$ cat src/rtl/cix_pkg.sv
package cix_pkg;

    localparam int CIX_DATA_W = 32;
    localparam int CIX_FLAG_W = 4;
    localparam int CIX_CTRL_W = 8;
    localparam int CIX_NSLOT  = 5;
    localparam int CIX_NENT   = 4;
    localparam int CIX_ID_W   = 4;
    localparam int CIX_OPC_W  = 6;
    localparam int CIX_SLOT_W = $clog2(CIX_NSLOT + 1);
    localparam logic [CIX_OPC_W-1:0] CIX_CUST_BASE = 6'h30;
    localparam int CIX_CRC_W  = 16;
    localparam logic [CIX_CRC_W-1:0] CIX_CRC_POLY = 16'h1021;

    typedef enum logic [1:0] {
        FN_NONE = 2'd0,
        FN_XOR  = 2'd1,
        FN_SAT  = 2'd2,
        FN_CRC  = 2'd3
    } func_e;

    typedef struct packed {
        logic                  valid;
        logic [CIX_ID_W-1:0]   id;
        logic [CIX_SLOT_W-1:0] start;
        logic [CIX_SLOT_W-1:0] span;
        func_e                 func;
    } place_t;

    typedef struct packed {
        logic  active;
        func_e func;
    } slot_cfg_t;

    // returns {clamped, value}
    function automatic logic [CIX_DATA_W:0] sat_addsub(
        input logic [CIX_DATA_W-1:0] a,
        input logic [CIX_DATA_W-1:0] b,
        input logic                  sub
    );
        logic [CIX_DATA_W:0] wide;
        logic [CIX_DATA_W:0] out;
        if (sub) wide = {a[CIX_DATA_W-1], a} - {b[CIX_DATA_W-1], b};
        else     wide = {a[CIX_DATA_W-1], a} + {b[CIX_DATA_W-1], b};
        if (wide[CIX_DATA_W] != wide[CIX_DATA_W-1]) begin
            if (wide[CIX_DATA_W]) out = {1'b1, 1'b1, {(CIX_DATA_W-1){1'b0}}};
            else                  out = {1'b1, 1'b0, {(CIX_DATA_W-1){1'b1}}};
        end else begin
            out = {1'b0, wide[CIX_DATA_W-1:0]};
        end
        return out;
    endfunction

    function automatic logic [CIX_CRC_W-1:0] crc_byte(
        input logic [CIX_CRC_W-1:0] reg_in,
        input logic [7:0]           data
    );
        logic [CIX_CRC_W-1:0] r;
        logic                 fb;
        r = reg_in;
        for (int i = 7; i >= 0; i--) begin
            fb = r[CIX_CRC_W-1] ^ data[i];
            r  = {r[CIX_CRC_W-2:0], 1'b0} ^ (fb ? CIX_CRC_POLY : '0);
        end
        return r;
    endfunction

endpackage

$ cat src/rtl/cix_slot_table.sv
module cix_slot_table
    import cix_pkg::*;
#(
    parameter int NENT  = CIX_NENT,
    parameter int NSLOT = CIX_NSLOT
) (
    input  logic                   clk,
    input  logic                   rst_n,
    input  logic                   we_i,
    input  logic [$clog2(NENT)-1:0] wsel_i,
    input  place_t                 wentry_i,
    input  logic [CIX_ID_W-1:0]    qid_i,
    output logic                   hit_o,
    output logic [CIX_SLOT_W-1:0]  hstart_o,
    output slot_cfg_t              cfg_o [NSLOT]
);

    typedef struct packed {
        place_t [NENT-1:0] ent;
    } tbl_st_t;

    tbl_st_t st_d, st_q;
    logic    wr_ok;

    always_comb begin
        wr_ok = (int'(wentry_i.start) < NSLOT) && (wentry_i.span != '0) &&
                (int'(wentry_i.start) + int'(wentry_i.span) <= NSLOT);
        st_d = st_q;
        if (we_i && wr_ok) st_d.ent[wsel_i] = wentry_i;
    end

    always_ff @(posedge clk or negedge rst_n) begin
        if (!rst_n) st_q <= '0;
        else        st_q <= st_d;
    end

    // identifier lookup, lowest entry index wins
    always_comb begin
        hit_o    = 1'b0;
        hstart_o = '0;
        for (int i = NENT - 1; i >= 0; i--) begin
            if (st_q.ent[i].valid && st_q.ent[i].id == qid_i) begin
                hit_o    = 1'b1;
                hstart_o = st_q.ent[i].start;
            end
        end
    end

    // which function each slot currently hosts
    for (genvar s = 0; s < NSLOT; s++) begin : g_cfg
        always_comb begin
            cfg_o[s] = '0;
            for (int i = NENT - 1; i >= 0; i--) begin
                if (st_q.ent[i].valid && st_q.ent[i].start == CIX_SLOT_W'(s)) begin
                    cfg_o[s].active = 1'b1;
                    cfg_o[s].func   = st_q.ent[i].func;
                end
            end
        end
    end

    a_r3_start_out_of_row: assert property (@(posedge clk) disable iff (!rst_n)
        (we_i && int'(wentry_i.start) >= NSLOT) |=> $stable(st_q));

    a_r3_zero_span: assert property (@(posedge clk) disable iff (!rst_n)
        (we_i && wentry_i.span == '0) |=> $stable(st_q));

    a_r3_single_slot_taken: assert property (@(posedge clk) disable iff (!rst_n)
        (we_i && wentry_i.start == '0 && wentry_i.span == CIX_SLOT_W'(1))
        |=> (st_q.ent[$past(wsel_i)] == $past(wentry_i)));

endmodule

$ cat src/rtl/cix_slot.sv
module cix_slot
    import cix_pkg::*;
#(
    parameter int DATA_W      = CIX_DATA_W,
    parameter int FLAG_W      = CIX_FLAG_W,
    parameter int CTRL_W      = CIX_CTRL_W,
    parameter int IDX         = 0,
    parameter bit ODD_VARIANT = 1'b0
) (
    input  logic [DATA_W-1:0] bus_a_i,
    input  logic [DATA_W-1:0] bus_b_i,
    input  logic [CTRL_W-1:0] ctrl_i,
    input  slot_cfg_t         cfg_i,
    output logic [DATA_W-1:0] res_o,
    output logic [FLAG_W-1:0] flags_o
);

    localparam bit ODD = IDX[0];

    logic [DATA_W-1:0] phys_a, phys_b;
    logic [DATA_W-1:0] sat_a, sat_b, crc_a, crc_b;
    logic [DATA_W:0]   sat_w;
    logic              clamp;
    logic              ctrl_unused;

    // interleaved operand routing: odd slots see the pair swapped
    assign phys_a = ODD ? bus_b_i : bus_a_i;
    assign phys_b = ODD ? bus_a_i : bus_b_i;
    assign ctrl_unused = ^ctrl_i[CTRL_W-1:1];

    if (ODD && !ODD_VARIANT) begin : g_align
        logic need_swap;
        assign need_swap = (cfg_i.func == FN_SAT) || (cfg_i.func == FN_CRC);
        assign sat_a = need_swap ? phys_b : phys_a;
        assign sat_b = need_swap ? phys_a : phys_b;
        assign crc_a = need_swap ? phys_b : phys_a;
        assign crc_b = need_swap ? phys_a : phys_b;
    end else if (ODD) begin : g_odd_variant
        assign sat_a = phys_b;
        assign sat_b = phys_a;
        assign crc_a = phys_b;
        assign crc_b = phys_a;
    end else begin : g_even
        assign sat_a = phys_a;
        assign sat_b = phys_b;
        assign crc_a = phys_a;
        assign crc_b = phys_b;
    end

    always_comb begin
        res_o   = '0;
        clamp   = 1'b0;
        sat_w   = sat_addsub(sat_a, sat_b, ctrl_i[0]);
        if (cfg_i.active) begin
            unique case (cfg_i.func)
                FN_XOR:  res_o = {{(DATA_W-1){1'b0}}, ^{phys_a, phys_b}};
                FN_SAT: begin
                    res_o = sat_w[DATA_W-1:0];
                    clamp = sat_w[DATA_W];
                end
                FN_CRC:  res_o = {{(DATA_W-CIX_CRC_W){1'b0}},
                                  crc_byte(crc_a[CIX_CRC_W-1:0], crc_b[7:0])};
                default: res_o = '0;
            endcase
        end
        if (cfg_i.active && cfg_i.func != FN_NONE)
            flags_o = {1'b0, clamp, res_o[DATA_W-1], res_o == '0};
        else
            flags_o = '0;
    end

    always_comb begin
        if (!cfg_i.active)
            a_r4_idle_slot_quiet: assert (res_o == '0 && flags_o == '0);
        if (flags_o[2])
            a_r7_clamp_at_limit: assert (res_o == {1'b1, {(DATA_W-1){1'b0}}} ||
                                         res_o == {1'b0, {(DATA_W-1){1'b1}}});
    end

endmodule

$ cat src/rtl/cix_exec.sv
module cix_exec
    import cix_pkg::*;
#(
    parameter int DATA_W      = CIX_DATA_W,
    parameter int FLAG_W      = CIX_FLAG_W,
    parameter int CTRL_W      = CIX_CTRL_W,
    parameter int NSLOT       = CIX_NSLOT,
    parameter int NENT        = CIX_NENT,
    parameter bit ODD_VARIANT = 1'b0
) (
    input  logic                    clk,
    input  logic                    rst_n,
    input  logic                    issue_i,
    input  logic [CIX_OPC_W-1:0]    opcode_i,
    input  logic [DATA_W-1:0]       opa_i,
    input  logic [DATA_W-1:0]       opb_i,
    input  logic [CTRL_W-1:0]       ctrl_i,
    input  logic [DATA_W-1:0]       alu_res_i,
    input  logic [FLAG_W-1:0]       alu_flags_i,
    input  logic                    tbl_we_i,
    input  logic [$clog2(NENT)-1:0] tbl_sel_i,
    input  logic                    tbl_valid_i,
    input  logic [CIX_ID_W-1:0]     tbl_id_i,
    input  logic [CIX_SLOT_W-1:0]   tbl_start_i,
    input  logic [CIX_SLOT_W-1:0]   tbl_span_i,
    input  logic [1:0]              tbl_func_i,
    output logic                    res_valid_o,
    output logic [DATA_W-1:0]       res_o,
    output logic [FLAG_W-1:0]       flags_o,
    output logic                    undef_o
);

    typedef struct packed {
        logic                s1_vld;
        logic                s1_cust;
        logic [CIX_ID_W-1:0] s1_id;
        logic [DATA_W-1:0]   s1_a;
        logic [DATA_W-1:0]   s1_b;
        logic [CTRL_W-1:0]   s1_ctrl;
        logic [DATA_W-1:0]   s1_alu;
        logic [FLAG_W-1:0]   s1_aluf;
        logic                o_vld;
        logic                o_cust;
        logic [DATA_W-1:0]   o_res;
        logic [FLAG_W-1:0]   o_flags;
        logic                o_undef;
    } exe_st_t;

    exe_st_t st_d, st_q;

    place_t                wentry;
    logic                  hit;
    logic [CIX_SLOT_W-1:0] hstart;
    slot_cfg_t             cfg [NSLOT];
    logic [DATA_W-1:0]     slot_res [NSLOT];
    logic [FLAG_W-1:0]     slot_fl  [NSLOT];
    logic [DATA_W-1:0]     sel_res;
    logic [FLAG_W-1:0]     sel_fl;

    assign wentry = '{valid: tbl_valid_i, id: tbl_id_i, start: tbl_start_i,
                      span: tbl_span_i, func: func_e'(tbl_func_i)};

    cix_slot_table #(.NENT(NENT), .NSLOT(NSLOT)) u_table (
        .clk      (clk),
        .rst_n    (rst_n),
        .we_i     (tbl_we_i),
        .wsel_i   (tbl_sel_i),
        .wentry_i (wentry),
        .qid_i    (st_q.s1_id),
        .hit_o    (hit),
        .hstart_o (hstart),
        .cfg_o    (cfg)
    );

    for (genvar s = 0; s < NSLOT; s++) begin : g_slot
        cix_slot #(
            .DATA_W(DATA_W), .FLAG_W(FLAG_W), .CTRL_W(CTRL_W),
            .IDX(s), .ODD_VARIANT(ODD_VARIANT)
        ) u_slot (
            .bus_a_i (st_q.s1_a),
            .bus_b_i (st_q.s1_b),
            .ctrl_i  (st_q.s1_ctrl),
            .cfg_i   (cfg[s]),
            .res_o   (slot_res[s]),
            .flags_o (slot_fl[s])
        );
    end

    // instruction select multiplexer over the slot row
    always_comb begin
        sel_res = '0;
        sel_fl  = '0;
        for (int s = 0; s < NSLOT; s++) begin
            if (hstart == CIX_SLOT_W'(s)) begin
                sel_res = slot_res[s];
                sel_fl  = slot_fl[s];
            end
        end
    end

    always_comb begin
        st_d = st_q;
        st_d.s1_vld = issue_i;
        if (issue_i) begin
            st_d.s1_cust = (opcode_i >= CIX_CUST_BASE);
            st_d.s1_id   = CIX_ID_W'(opcode_i - CIX_CUST_BASE);
            st_d.s1_a    = opa_i;
            st_d.s1_b    = opb_i;
            st_d.s1_ctrl = ctrl_i;
            st_d.s1_alu  = alu_res_i;
            st_d.s1_aluf = alu_flags_i;
        end
        st_d.o_vld = st_q.s1_vld;
        if (st_q.s1_vld) begin
            st_d.o_cust = st_q.s1_cust;
            if (!st_q.s1_cust) begin
                st_d.o_res   = st_q.s1_alu;
                st_d.o_flags = st_q.s1_aluf;
                st_d.o_undef = 1'b0;
            end else if (hit) begin
                st_d.o_res   = sel_res;
                st_d.o_flags = sel_fl;
                st_d.o_undef = 1'b0;
            end else begin
                st_d.o_res   = '0;
                st_d.o_flags = '0;
                st_d.o_undef = 1'b1;
            end
        end
    end

    always_ff @(posedge clk or negedge rst_n) begin
        if (!rst_n) st_q <= '0;
        else        st_q <= st_d;
    end

    assign res_valid_o = st_q.o_vld;
    assign res_o       = st_q.o_res;
    assign flags_o     = st_q.o_flags;
    assign undef_o     = st_q.o_undef;

    a_r2_result_two_edges: assert property (@(posedge clk) disable iff (!rst_n)
        issue_i |=> ##1 res_valid_o);

    a_r2_no_stray_valid: assert property (@(posedge clk) disable iff (!rst_n)
        !issue_i |=> ##1 !res_valid_o);

    a_r5_undef_clears: assert property (@(posedge clk) disable iff (!rst_n)
        (res_valid_o && undef_o) |-> (res_o == '0 && flags_o == '0));

    a_r1_base_never_undef: assert property (@(posedge clk) disable iff (!rst_n)
        (res_valid_o && !st_q.o_cust) |-> !undef_o);

    a_r10_top_flag_low: assert property (@(posedge clk) disable iff (!rst_n)
        (res_valid_o && st_q.o_cust) |-> !flags_o[FLAG_W-1]);

endmodule

$ cat config.mk
export PLATFORM = sky130hd
export DESIGN_NAME = cix_exec
export DESIGN_NICKNAME = d
export VERILOG_FILES = /design/src/rtl/cix_pkg.sv /design/src/rtl/cix_slot_table.sv /design/src/rtl/cix_slot.sv /design/src/rtl/cix_exec.sv
export SDC_FILE = /design/constraint.sdc
export NUM_CORES = 1
export LEC_CHECK = 0
export ABC_AREA = 1
export BUFFER_PORTS_ARGS = -buffer_cell sky130_fd_sc_hd__buf_2
export CAP_MARGIN = 5
export CORE_ASPECT_RATIO = 2
export CORE_UTILIZATION = 60
export DETAILED_ROUTE_END_ITERATION = 16
export GPL_TIMING_DRIVEN = 0
export PLACE_DENSITY = 0.82
export SYNTH_ARGS = -nofsm -noshare
export SYNTH_HDL_FRONTEND = slang
export SYNTH_SLANG_ARGS = --single-unit
$ cat constraint.sdc
create_clock -name clk -period 14.7 [get_ports clk]
set_input_delay 1.47 -clock clk [delete_from_list [all_inputs] [get_ports clk]]
set_output_delay 1.47 -clock clk [all_outputs]
set_load 0.03 [all_outputs]
==> key figures, run 1 <==
CTS
  – Longest Clk Path Bufs: 2
  – H-Tree Depth: 4
  – Hold_buf cts: 0
  – Clock Sinks: 185
  – Total CTS buffers: 17
  – Gates resized, CTS repair: 0
  – Root buffer cell: clkbuf_16
  – Post-CTS Setup Bufs: 0

Logic synthesis
  – Cells after Synth: 3374
  – Area contributors post-synth: dfrtp_1, nand2_1, o21ai_0
  – Net count of the mapped netlist: 3627
  – Cell area after synthesis: 21830 um2
  – Synth unique cells: 65
  – EDFF count, synth: 0
  – Commonest cells post-synth: nand2_1, o21ai_0, inv_1
  – Post-synth top area share: 0.2121
  – Flops & latches, synth: 185
  – Syn avg cell area: 6.470 um2
  – Fraction of registers with async set/reset: 1.000
  – Synth area leader: dfrtp_1
  – Primary FF master, synth: dfrtp_1
  – Yosys warning count: 0
  – Most numerous cell in the Yosys netlist: nand2_1
  – Post-synthesis sequential area ratio: 0.2121

Placed design
  – Routability cong.: 1.367
  – Hpwl dp: 85050 um
  – PortBufs: 163
  – Placed Cells: 3988

Die
  – Row cnt: 98
  – Die Y: 271.8 um
  – Initial core utilization: 0.6097
  – Die Wd: 136.9 um
  – Io pins: 171

Status
  – Status: aborted with a tool error
  – Stop err: [ERROR GRT-0116] Global routing finished with congestion. Check the congestion regions in the DRC Viewer.
  – Last stage: 5_1_grt

GRT
  – Largest net degree at the start of global routing: 122
  – Global-route wire length before repair: 201900 um
  – Number of global-route vias before repair: 29000
  – GRT Total Usage: 0.7160
  – Congestion Overflow GR: 391
## per-stage QoR
step                      worst slack [ps]  area [um2]
after detailed placement              6918       23250
after CTS                             6852       23850
after global placement                6946       23210
after floorplan                       9122       21830
## cell families after synthesis
family,share of synthesized area
AND/OR/NAND/NOR,0.2853
AO/OA/AOI/OAI,0.2075
buffers and inverters,0.09990
XOR/XNOR,0.1147
flip-flops,0.2121
adder cells (fa/ha/maj),0.07016
multiplexers,0.01032
## metal layers
metal,overflow,track usage
met5,0,0.1707
met4,131,0.7152
met3,10,0.5371
met2,249,0.9240
met1,1,0.6936
==> inputs of run 2 (changes only) <==
CORE_ASPECT_RATIO = not set   (was 2)
CORE_UTILIZATION = 40   (was 60)
PLACE_DENSITY = not set   (was 0.82)
PLACE_DENSITY_LB_ADDON = 0.15   (was not set)
==> run 2 against run 1 <==
Compared with the run above: the run now ends clean; synthesized cell count unchanged; area after synthesis unchanged.
==> key figures, run 2 <==
STA
  – Setup_tns: 0 ps
  – Post-route minimum period: 8301 ps
  – Final setup vio count: 0
  – Fin crit share: 0.5647
  – Fmax: 120.5 MHz
  – Fin. Hold Viols: 0
  – Fin Clk Skew: 20.25 ps
  – Actual slew at the worst max-slew pin: 1243 ps
  – Slew HR: 0.1609
  – Unrepaired setup endpoints after global routing: false
  – Slew Viols, Final: 0
  – Final setup margin: 6399 ps

CTS
  – Total CTS buffers: 17 (unchanged)
  – CTS tree: yes
  – Post-CTS Setup Bufs: 0 (unchanged)
  – Longest Clk Path Bufs: 2 (unchanged)
  – Hold_buf cts: 0 (unchanged)
  – Clock Sinks: 185 (unchanged)
  – Clk slew on worst S/H paths: 90 ps
  – Gates resized, CTS repair: 0 (unchanged)
  – H-Tree Depth: 4 (unchanged)
  – Root buffer cell: clkbuf_16
  – Clock latency on the worst-skew pair: 510 ps

Setup path
  – Slowest-stage cell, CP: o311ai_0
  – Worst Setup Start Kind: register
  – Worst setup EP type: register
  – Critical Path RT: 15000 ps
  – Arrival @ worst endpoint: 8600 ps
  – CP top delay family: compound AO/OA/AOI/OAI gates
  – Largest fanout on the critical path: 10
  – CP bufs+invs: 7
  – Slowest stage delay, CP: 1170 ps
  – Crit path top cell by count: nand2_1
  – Critical path type: register to register

Drt
  – ANT nets after route: 0
  – Vias per inst: 5.672
  – DR pass1 iterations: 5
  – Drt wl/cell: 23.64 um
  – Vias: 24200
  – DR iter-0 viols: 2639
  – Drt total wl: 100900 um
  – Drt drc: 0

Power and ir drop
  – Cell-internal power: 1856 uW
  – Worst IR drop on VDD: 0.0001360 V
  – Switching share of total power: 0.5949
  – Clock Power Share: 0.109
  – Pleak: 0.01165 uW
  – Switch Pwr: 2725 uW
  – Total power: 4581 uW
  – Combinational share of power: 0.745
  – Total power per unit cell area: 189.5 nW/um2
  – Seq pwr share: 0.146

Logic synthesis
  – Primary FF master, synth: dfrtp_1
  – EDFF count, synth: 0 (unchanged)
  – Cells after Synth: 3374 (unchanged)
  – Flops & latches, synth: 185 (unchanged)
  – Yosys warning count: 0 (unchanged)
  – Fraction of registers with async set/reset: 1.000 (unchanged)
  – Post-synthesis sequential area ratio: 0.2121 (unchanged)
  – Area contributors post-synth: dfrtp_1, nand2_1, o21ai_0
  – Net count of the mapped netlist: 3627 (unchanged)
  – Post-synth top area share: 0.2121 (unchanged)
  – Cell area after synthesis: 21830 um2 (unchanged)
  – Syn avg cell area: 6.470 um2 (unchanged)
  – Synth unique cells: 65 (unchanged)
  – Synth area leader: dfrtp_1
  – Commonest cells post-synth: nand2_1, o21ai_0, inv_1
  – Most numerous cell in the Yosys netlist: nand2_1

GRT
  – Global-route wire length before repair: 147100 um
  – Number of global-route vias before repair: 22270
  – Largest net degree at the start of global routing: 109
  – GRT Total Usage: 0.3595
  – Initial antenna violation count: 1
  – Congestion Overflow GR: 0

Worst hold path
  – Worst hold path class: register to register

Placed design
  – Routability cong.: 1.090 (-20%)
  – Area post-placement: 23550 um2 (+1.3%)
  – Placement Setup Slack: 6682 ps (-236.0 ps)
  – PortBufs: 163 (unchanged)
  – Hpwl dp: 85090 um (about the same)

Layout
  – Diodes inserted: 0
  – Area of the multi-input gates: 15020 um2
  – P&R area growth vs syn: 10.75%
  – Post-layout util: 0.4484
  – Layout cells sized above 1: 0.1053
  – Final instance area: 24180 um2
  – Most frequent cells in the layout: nand2_1, o21ai_0, inv_1
  – Register Area: 4629 um2
  – # nets final: 3810
  – Top reg by flops: st_q
  – Layout fillers: 6001
  – Max reg flops: 106
  – Most common cell after layout, fill and taps aside: nand2_1

Die
  – Row cnt: 85 (-13%)
  – Die Y: 235.6 um (-13%)
  – Initial core utilization: 0.4048 (-0.2048)
  – Die Footprint: 55510 um2
  – Io pins: 171 (unchanged)
  – Die Wd: 235.6 um (+72%)
  – Core footprint: 53920 um2

Run
  – Max Cap Violations: 0

Status
  – Status: finished clean
==> run 2: stage by stage <==
stage	std cells	hold slack (ps)
floorplan	3374	392.5
global placement	4233	432.9
detailed placement	4234	426.3
CTS	4266	442.8
global route	4266	466.1
finish	4266	458.7
==> run 2: layer usage <==
layer,GRT usage,part of all wire,vias to the layer above
li1,-,-,11610
met1,0.5405,0.47,11480
met2,0.5066,0.40,999
met3,0.07458,0.093,111
met4,0.1085,0.028,0
met5,0,0,-
==> run 2: logic make-up after synthesis <==
family          Yosys count  share of synthesized area
simple gates           1469                     0.2853
compound gates          796                     0.2075
buf+inv                 499                    0.09990
xor+xnor                285                     0.1147
flops                   185                     0.2121
fa+ha+maj               120                    0.07016
mux                      20                    0.01032
==> run 2: path summary, 6_finish.rpt <==
kind,startpoint,endpoint,cells after the start,slack (ps)
max,u_table.st_q[7]$_DFFE_PN0P_,res_o[27]$_DFFE_PN0P_,39,6400
min,st_d[38]$_DFF_PN0_,res_valid_o$_DFF_PN0_,0,460
max reg2reg,u_table.st_q[7]$_DFFE_PN0P_,res_o[27]$_DFFE_PN0P_,39,6400
min reg2reg,st_d[38]$_DFF_PN0_,res_valid_o$_DFF_PN0_,0,460
max in group asynchronous,rst_n,st_q[107]$_DFFE_PN0P_,2,12670
min in group asynchronous,rst_n,res_o[5]$_DFFE_PN0P_,1,940
==> run 2: power groups by stage <==
stage               logic, uW  registers (uW)  clock network, uW
floorplan                2210             648                  0
global placement         3320             676                  0
detailed placement       3290             676                  0
CTS                      3310             667                507
global route             3660             679                520
finish                   3410             671                498
==> run 2: area by class of cell <==
class,count,share of cell area
multi-input cells,2690,0.6212
flip-flops and latches,185,0.1915
inverters,328,0.05103
plain buffers,171,0.03918
well taps,696,0.03602
repair buffers,164,0.03529
clock buffers,17,0.01760
clock inverters,15,0.008177
(Power assumes the default switching activity.)
